==> config.mk <==
export PLATFORM = sky130hd
export DESIGN_NAME = gate_drive_ctrl
export DESIGN_NICKNAME = d
export VERILOG_FILES = /design/src/rtl/gdp_pkg.sv /design/src/rtl/gdp_deglitch.sv /design/src/rtl/gdp_fault.sv /design/src/rtl/gdp_supply.sv /design/src/rtl/gate_drive_ctrl.sv
export SDC_FILE = /design/constraint.sdc
export NUM_CORES = 1
export LEC_CHECK = 0
export CAP_MARGIN = 20
export CORE_ASPECT_RATIO = 1.25
export CORE_MARGIN = 2
export CORE_UTILIZATION = 56
export CTS_CLUSTER_DIAMETER = 120
export CTS_CLUSTER_SIZE = 16
export DETAILED_ROUTE_END_ITERATION = 8
export MAX_ROUTING_LAYER = met4
export PLACE_DENSITY = 0.78
export SLEW_MARGIN = 40
export SYNTH_ARGS = -nofsm -noshare
export SYNTH_HDL_FRONTEND = slang
export SYNTH_SLANG_ARGS = --single-unit
==> constraint.sdc <==
create_clock -name clk -period 3.1 [get_ports clk]
set_input_delay 0.62 -clock clk [delete_from_list [all_inputs] [get_ports clk]]
set_output_delay 0.62 -clock clk [all_outputs]
set_load 0.01 [all_outputs]
==> src/rtl/gdp_pkg.sv <==
package gdp_pkg;

    // Positions of the deglitched inputs inside the filter vector
    localparam int SIG_POS  = 0;
    localparam int SIG_NEG  = 1;
    localparam int SIG_EN   = 2;
    localparam int SIG_OC   = 3;
    localparam int SIG_VCC  = 4;
    localparam int SIG_VDD  = 5;
    localparam int SIG_NUM  = 6;

    typedef enum logic [1:0] {
        DRV_OFF  = 2'd0,
        DRV_ON   = 2'd1,
        DRV_SOFT = 2'd2
    } drv_e;

    typedef struct packed {
        logic vdd_ok;
        logic vcc_ok;
        logic oc;
        logic enable;
        logic pwm_neg;
        logic pwm_pos;
    } flt_in_t;

    // Drive decision: lockout and disable win, then fault, then PWM.
    function automatic drv_e next_drive(flt_in_t f, logic faulted);
        drv_e d;
        if (!f.enable || !f.vcc_ok || !f.vdd_ok)
            d = DRV_OFF;
        else if (faulted || f.oc)
            d = DRV_SOFT;
        else if (f.pwm_pos && !f.pwm_neg)
            d = DRV_ON;
        else
            d = DRV_OFF;
        return d;
    endfunction

endpackage

==> src/rtl/gdp_deglitch.sv <==
module gdp_deglitch #(
    parameter int CYC = 4
) (
    input  logic clk,
    input  logic rst,
    input  logic d,
    output logic q
);
    localparam int CW = (CYC < 2) ? 1 : $clog2(CYC + 1);

    logic [CW-1:0] run_cnt;

    always_ff @(posedge clk) begin
        if (rst) begin
            q       <= 1'b0;
            run_cnt <= '0;
        end else if (d != q) begin
            if (run_cnt == CW'(CYC - 1)) begin
                q       <= d;
                run_cnt <= '0;
            end else begin
                run_cnt <= run_cnt + 1'b1;
            end
        end else begin
            run_cnt <= '0;
        end
    end

    // Output only ever moves to the value the input held at that edge
    AST_FILT_FOLLOWS_INPUT: assert property (@(posedge clk) disable iff (rst)
        !$stable(q) |-> ($past(d) == q));

endmodule

==> src/rtl/gdp_fault.sv <==
module gdp_fault #(
    parameter int RST_LONG = 100,
    parameter int MUTE     = 55000
) (
    input  logic clk,
    input  logic rst,
    input  logic oc_f,
    input  logic en_f,
    output logic fault_q
);
    localparam int LW = $clog2(RST_LONG + 1);
    localparam int MW = $clog2(MUTE + 1);

    logic [LW-1:0] low_cnt;
    logic [MW-1:0] mute_cnt;
    logic          clear_ok;

    // Rising enable edge after a long enough low, mute time spent
    assign clear_ok = en_f && (low_cnt == LW'(RST_LONG)) && (mute_cnt == '0);

    always_ff @(posedge clk) begin
        if (rst) begin
            low_cnt <= '0;
        end else if (en_f) begin
            low_cnt <= '0;
        end else if (low_cnt != LW'(RST_LONG)) begin
            low_cnt <= low_cnt + 1'b1;
        end
    end

    always_ff @(posedge clk) begin
        if (rst) begin
            fault_q  <= 1'b0;
            mute_cnt <= '0;
        end else if (oc_f) begin
            fault_q  <= 1'b1;
            mute_cnt <= MW'(MUTE);
        end else begin
            if (fault_q && clear_ok)
                fault_q <= 1'b0;
            if (mute_cnt != '0)
                mute_cnt <= mute_cnt - 1'b1;
        end
    end

    AST_OC_LATCHES: assert property (@(posedge clk) disable iff (rst)
        oc_f |=> fault_q);

    AST_CLEAR_NEEDS_LONG_LOW: assert property (@(posedge clk) disable iff (rst)
        $fell(fault_q) |-> ($past(low_cnt) == LW'(RST_LONG)));

    AST_CLEAR_AFTER_MUTE: assert property (@(posedge clk) disable iff (rst)
        $fell(fault_q) |-> ($past(mute_cnt) == '0));

endmodule

==> src/rtl/gdp_supply.sv <==
module gdp_supply #(
    parameter int HOLD = 100000
) (
    input  logic clk,
    input  logic rst,
    input  logic vcc_f,
    input  logic vdd_f,
    output logic ready_q
);
    localparam int HW = $clog2(HOLD + 1);

    logic [HW-1:0] hold_cnt;

    always_ff @(posedge clk) begin
        if (rst) begin
            hold_cnt <= '0;
            ready_q  <= 1'b0;
        end else begin
            if (!vdd_f)
                hold_cnt <= HW'(HOLD);
            else if (hold_cnt != '0)
                hold_cnt <= hold_cnt - 1'b1;
            ready_q <= vcc_f && vdd_f && (hold_cnt == '0);
        end
    end

    AST_READY_NEEDS_SUPPLY: assert property (@(posedge clk) disable iff (rst)
        ready_q |-> $past(vcc_f && vdd_f));

    AST_HOLD_BLOCKS_READY: assert property (@(posedge clk) disable iff (rst)
        (hold_cnt != '0) |=> !ready_q);

endmodule

==> src/rtl/gate_drive_ctrl.sv <==
module gate_drive_ctrl
    import gdp_pkg::*;
#(
    parameter int IN_FILT  = 4,
    parameter int OC_FILT  = 12,
    parameter int VCC_FILT = 1000,
    parameter int VDD_FILT = 500,
    parameter int RST_LONG = 100,
    parameter int MUTE     = 55000,
    parameter int HOLD     = 100000
) (
    input  logic clk,
    input  logic rst,
    input  logic pwm_pos_i,
    input  logic pwm_neg_i,
    input  logic enable_i,
    input  logic oc_i,
    input  logic vcc_good_i,
    input  logic vdd_good_i,
    output logic drv_on_o,
    output logic drv_hard_off_o,
    output logic drv_soft_off_o,
    output logic fault_n_o,
    output logic ready_o
);
    logic [SIG_NUM-1:0] raw;
    logic [SIG_NUM-1:0] filt;
    flt_in_t            fin;
    logic               fault_q;
    drv_e               drv_q;

    assign raw[SIG_POS] = pwm_pos_i;
    assign raw[SIG_NEG] = pwm_neg_i;
    assign raw[SIG_EN]  = enable_i;
    assign raw[SIG_OC]  = oc_i;
    assign raw[SIG_VCC] = vcc_good_i;
    assign raw[SIG_VDD] = vdd_good_i;

    generate
        for (genvar g = 0; g < SIG_NUM; g++) begin : g_filt
            localparam int LEN = (g == SIG_OC)  ? OC_FILT  :
                                 (g == SIG_VCC) ? VCC_FILT :
                                 (g == SIG_VDD) ? VDD_FILT : IN_FILT;
            gdp_deglitch #(.CYC(LEN)) u_dg (
                .clk (clk),
                .rst (rst),
                .d   (raw[g]),
                .q   (filt[g])
            );
        end
    endgenerate

    assign fin.pwm_pos = filt[SIG_POS];
    assign fin.pwm_neg = filt[SIG_NEG];
    assign fin.enable  = filt[SIG_EN];
    assign fin.oc      = filt[SIG_OC];
    assign fin.vcc_ok  = filt[SIG_VCC];
    assign fin.vdd_ok  = filt[SIG_VDD];

    gdp_fault #(.RST_LONG(RST_LONG), .MUTE(MUTE)) u_fault (
        .clk     (clk),
        .rst     (rst),
        .oc_f    (fin.oc),
        .en_f    (fin.enable),
        .fault_q (fault_q)
    );

    gdp_supply #(.HOLD(HOLD)) u_supply (
        .clk     (clk),
        .rst     (rst),
        .vcc_f   (fin.vcc_ok),
        .vdd_f   (fin.vdd_ok),
        .ready_q (ready_o)
    );

    always_ff @(posedge clk) begin
        if (rst)
            drv_q <= DRV_OFF;
        else
            drv_q <= next_drive(fin, fault_q);
    end

    assign drv_on_o       = (drv_q == DRV_ON);
    assign drv_hard_off_o = (drv_q == DRV_OFF);
    assign drv_soft_off_o = (drv_q == DRV_SOFT);
    assign fault_n_o      = !fault_q;

    AST_ONE_COMMAND: assert property (@(posedge clk) disable iff (rst)
        $onehot({drv_on_o, drv_hard_off_o, drv_soft_off_o}));

    AST_FAULT_BLOCKS_ON: assert property (@(posedge clk) disable iff (rst)
        fault_q |-> !drv_on_o);

    AST_LOCKOUT_OFF: assert property (@(posedge clk) disable iff (rst)
        !(fin.vcc_ok && fin.vdd_ok) |=> (drv_hard_off_o && !drv_on_o));

    AST_DISABLE_HARD: assert property (@(posedge clk) disable iff (rst)
        !fin.enable |=> drv_hard_off_o);

endmodule

; ---- Yosys cells after proc, flatten, opt, wreduce, memory -nomap -nowiden
; Cells that the tools add are included.
[totals]
reg_bits = 82
in_bits = 8
wordCells = 100
[op_classes]
n_mux = 8
add_sub_neg = 9
reduce_logical = 38
eq_ne = 17
n_bitwise = 7
[ops]
columns = cell, n
row1 = 2-to-1 mux 17 bit, 2
row2 = 2-to-1 mux 16 bit, 2
row3 = OR reduction 3 bit, 7
row4 = zero test 17 bit, 1
row5 = nonzero test 17 bit, 1
row6 = subtractor 17 x 1 -> 17 bit (second input constant), 1
row7 = zero test 16 bit, 1
row8 = nonzero test 16 bit, 1
row9 = subtractor 16 x 1 -> 16 bit (second input constant), 1
row10 = AND reduction 2 bit, 6
row11 = adder 10 x 1 -> 10 bit (second input constant), 1
row12 = equality test 10 bit (second input constant), 1
row13 = adder 3 x 1 -> 3 bit (second input constant), 3
row14 = adder 9 x 1 -> 9 bit (second input constant), 1
row15 = equality test 3 x 2 -> 1 bit (second input constant), 3
row16 = equality test 9 bit (second input constant), 1
row17 = OR reduction 2 bit, 4
row18 = adder 7 x 1 -> 7 bit (second input constant), 1
row19 = equality test 7 bit (second input constant), 1
row20 = != test 7 bit (second input constant), 1
row21 = NOT 1 bit, 7
row22 = logical AND 1 bit, 6
row23 = != test 1 bit, 6
row24 = zero test 1 bit, 5
row25 = 10 further kinds, 15

; ---- Depth between registers and ports, before layout
[logic_depth]
ltp_word = 6
depth_mapped = 7

; ---- Modules after synthesis
; A second synthesis with hierarchy kept.
[unflattened]
cells_unflattened = 413
hier_area_um2 = 3798.6
[modules_own_cells]
columns = module, instances, cells_per_inst, area_each_um2
row1 = gdp_fault, 1, 137, 1206.2
row2 = gdp_supply, 1, 102, 865.8
row3 = gdp_deglitch (g_filt[4].u_dg), 1, 55, 490.5
row4 = gdp_deglitch (g_filt[0].u_dg ...), 3, 13, 158.9
row5 = gdp_deglitch (g_filt[5].u_dg), 1, 51, 474.2
row6 = gdp_deglitch (g_filt[3].u_dg), 1, 19, 196.4
row7 = gate_drive_ctrl, 1, 10, 88.8

; ---- Least setup slack after synthesis
; OpenSTA, ideal clock, no wires.
[synth_timing]
path_type = reg-to-reg
startpoint = reg u_supply.hold_cnt[9]
endpoint = reg u_supply.hold_cnt[9]
arrival_time_ns = 1.810
required_time_ns = 2.962
slack_ns = 1.152
path_stages_with_launch = 6
n_path_buf = 1
period_less_slack_ns = 1.948
setup_time_ns = 0.138
cell_sequence = dfxtp_1 > or4_1 > buf_2 > nor4_1 > or4_2 > a31oi_1
[synth_between]
elab_chain_len = 3
[synth_lines]
columns = element, line_no
row1 = from (decl), gdp_supply.sv:12  ; logic [HW-1:0] hold_cnt;
row2 = from (signal assigned), gdp_supply.sv:20  ; hold_cnt <= HW'(HOLD);
row3 = from (signal assigned), gdp_supply.sv:22  ; hold_cnt <= hold_cnt - 1'b1;
row4 = subtractor 17 x 1 -> 17 bit, gdp_supply.sv:22
row5 = 2-to-1 mux 17 bit, gdp_supply.sv:21  ; else if (hold_cnt != '0)
row6 = 2-to-1 mux 17 bit, gdp_supply.sv:19  ; if (!vdd_f)
; Several ways; a longest one is shown, not always the timed one. The select of a mux whose other input is x is not followed.
; A chain may end at the register's enable or synchronous reset.

; ---- Worst setup path after layout
[layout_timing]
startpoint = reg u_fault.mute_cnt[3]
endpoint = reg u_fault.mute_cnt[2]
[layout_between]
elab_chain_len = 1
[layout_lines]
columns = element, line_no
row1 = from (decl), gdp_fault.sv:15  ; logic [MW-1:0] mute_cnt;
row2 = from (signal assigned), gdp_fault.sv:37  ; mute_cnt <= MW'(MUTE);
row3 = from (signal assigned), gdp_fault.sv:42  ; mute_cnt <= mute_cnt - 1'b1;
row4 = nonzero test 16 bit, gdp_fault.sv:41  ; if (mute_cnt != '0)
; Every way passes these cells.

==> summary.txt <==
Outcome
  • Status: complete, no violations

Routing
  • Drc violations: 0
  • Initial DRC Count: 167
  • Via density: 5.66
  • Post-Route WL: 6.95 mm
  • Metal3 WL: 257 um
  • M1 WL: 3.18 mm
  • Vias: 3002
  • DR pass1 iterations: 4
  • Metal2 WL: 3.41 mm
  • Uppermost routed layer: met4
  • Drt wl/cell: 13.1 um
  • Antenna Nets Post-Route: 0

Job
  • Max-cap violations: 0

Clocking
  • CTS root buf: clkbuf_8
  • CTS max path bufs: 2
  • CTS Hold Buffers Added: 0
  • TritonCTS clock tree: done
  • Post-CTS Setup Bufs: 0
  • CTS buffer count: 9
  • Clock sink count: 82
  • Number of gates resized after CTS: 0
  • Worst-Skew Late Latency: 0.34 ns
  • H-tree Lvls: 3
  • Reg clk slew, reported paths: 0.07 ns

Yosys
  • Mean Syn Cell Area: 8.73 sq um
  • Cell accounting for the most synthesized area: dfxtp_1
  • Yosys Warn Count: 0
  • Async SR Flop Fraction: 0%
  • Most used DFF post-synth: dfxtp_1
  • FF+latch count, synth: 82
  • Synth Instances: 424
  • Seq/Total Area, Yosys: 44.3%
  • Synth unique cells: 48
  • EDFF count, synth: 0
  • Synth area leaders: dfxtp_1 44%, nor2_1 6.4%, xnor2_1 4.7%
  • Post-Syn Area: 0.00370 sq mm
  • Area share of the largest cell type after synthesis: 44.3%
  • Top post-synthesis cells by count: 82 x dfxtp_1, 63 x nor2_1, 26 x nand2_1
  • Syn nets: 445
  • Count leader, synth: dfxtp_1

Timing
  • Max-slew violations: 0
  • Max Clk Rate: 454 MHz
  • RSZ-0062 raised after global routing: no
  • Setup TNS: 0 ns
  • Post-route minimum period: 2.20 ns
  • Hold Fails Final Rpt: 0
  • Final worst-path cycle share: 71.1%
  • Final setup violation count: 0
  • Slew margin rel.: 48.8%
  • Least-Margin Pin Slew: 0.761 ns
  • Skew final: 0.00844 ns

Power
  • Static leakage: 1.50 nW
  • Max VDD drop: 338 uV
  • Pwr/cell area: 673 mW/mm^2
  • Final Total Pwr: 2.79 mW

Die
  • Die Height: 94.9 um
  • Initial Utilization: 57.1%
  • Core area: 0.00648 sq mm
  • Chip width: 76.7 um
  • IO Count: 13
  • Core Rows: 33
  • Die area: 0.00728 sq mm

Cells and area
  • Area Overhead vs Synth: 11.9%
  • Share of cells above drive strength 1: 7.45%
  • Fill cell count: 583
  • Non-Filler Instances: 530
  • ANT cells: 0
  • Multi-input combinational cell area: 0.00195 sq mm
  • Register area: 0.00164 sq mm
  • Core Util, Final: 63.9%
  • Final net count: 459

Setup path
  • Cell Chain, Critical Path: or4_1 -> nor4_1 -> a2111oi_0 -> a31o_2
  • Setup Crit Path Kind: reg2reg
  • Worst path bufs/invs: 0
  • Startpoint Class: register
  • CP max FO: 6
  • Critical path's largest stage delay: 0.67 ns
  • Crit path max-delay family: simple AND/OR/NAND/NOR gates
  • Crit path DAT: 2.44 ns
  • CP max-delay cell: nor4_1
  • Crit path required time: 3.33 ns
  • Setup crit end kind: register

Global routing
  • Largest net degree at the start of global routing: 16
  • Vias in the first global route: 2900
  • Total GRT Usage: 21.7%
  • First-pass GRT wire length: 12.5 mm
  • Antenna violations before repair: 0
  • Congestion Overflow GR: 0

Placement
  • DP Cell Count: 514
  • Port Buffers: 12
  • Gp weighted congestion: 0.851
  • Dpl hpwl: 5.03 mm

Hold path
  • Min-Delay Path Class: reg2reg
sequential cells by signal (all words and copies together), names as in the netlist:
name	count
u_fault.fault_q	1
u_fault.mute_cnt	16
g_filt.u_dg.run_cnt	32
drv_q	2
g_filt.u_dg.q	6
u_fault.low_cnt	7
u_supply.ready_q	1
u_supply.hold_cnt	17
layout by cell type (no fill, tap or decap), types with 2 or more instances in the layout:
cell type and n:
a2111oi_0 3, a211o_1 2, a211oi_1 3, a21oi_1 12, a311o_1 2, a31o_2 3
a31oi_1 11, and3_1 5, buf_4 4, bufinv_16 2, clkbuf_8 10, clkdlybuf4s50_1 12
clkinv_2 2, dfxtp_1 82, ha_1 13, inv_1 20, mux2i_1 9, nand2_1 26
nand2b_1 5, nand3_1 11, nand4_1 6, nand4b_1 3, nor2_1 63, nor2b_1 4
nor3_1 18, nor3b_1 2, nor4_1 14, o21a_1 3, o21ai_0 10, o31ai_1 4
o41ai_1 2, or2_2 4, or3_1 15, or4_1 10, or4_2 2, xnor2_1 20
xor2_1 9
final cells by class:
class | instances | share of cell area [%]
multi-input combinational | 309 | 47.0
tap | 87 | 2.63
clock buffer | 11 | 3.41
clock inverter | 5 | 1.87
sequential | 82 | 39.6
timing repair buffer | 16 | 3.63
inverter | 20 | 1.81
final timing paths:
path / slack, ns / endpoint / depth (start not counted) / start
worst max register to register: 0.90 / u_fault.mute_cnt[2] / 4 / u_fault.mute_cnt[3]
worst min register to register: 0.42 / g_filt[1].u_dg.run_cnt[0] / 1 / g_filt[1].u_dg.run_cnt[0]
worst min-delay path: 0.42 / g_filt[1].u_dg.run_cnt[0] / 1 / g_filt[1].u_dg.run_cnt[0]
worst max-delay path: 0.90 / u_fault.mute_cnt[2] / 4 / u_fault.mute_cnt[3]
through the flow:
step | hold slack, ns | worst slack [ns] | area, sq um
after floorplan | 0.399 | 1.15 | 3700
after global routing | 0.451 | 0.729 | 4140
after detailed placement | 0.418 | 0.756 | 3920
after global placement | 0.408 | 0.826 | 3910
after CTS | 0.429 | 0.920 | 4140
final | 0.424 | 0.897 | 4140
worst reg2reg max path: stages, from the launching register on:
cell and delay, ns:
dfxtp_1 0.35, or4_1 0.59, nor4_1 0.67, a2111oi_0 0.24
a31o_2 0.25
layer usage:
| layer | up-vias | track usage (%) |
|---|---|---|
| li1 | 1549 | - |
| met1 | 1401 | 23.9 |
| met4 | 0 | 7.73 |
| met3 | 8 | 4.97 |
| met2 | 44 | 38.5 |
| met5 | - | - |
power by group:
part           total (mW)  internal, mW  switching, mW
Combinational       0.699         0.284          0.415
Sequential           1.25          1.14          0.104
Clock               0.838         0.473          0.365
Total                2.79          1.90          0.884
logic make-up (layout without fill, tap and decap cells):
logic type,count (synthesis),in the layout,synth area share [%]
adder cells (fa/ha/maj),13,13,4.39
multiplexers,9,9,2.43
AO/OA/AOI/OAI,61,61,11.2
flip-flops,82,82,44.3
buffers and inverters,33,52,3.38
AND/OR/NAND/NOR,197,197,27.4
XOR/XNOR,29,29,6.86
No activity file was read; power rests on OpenSTA's default activity.
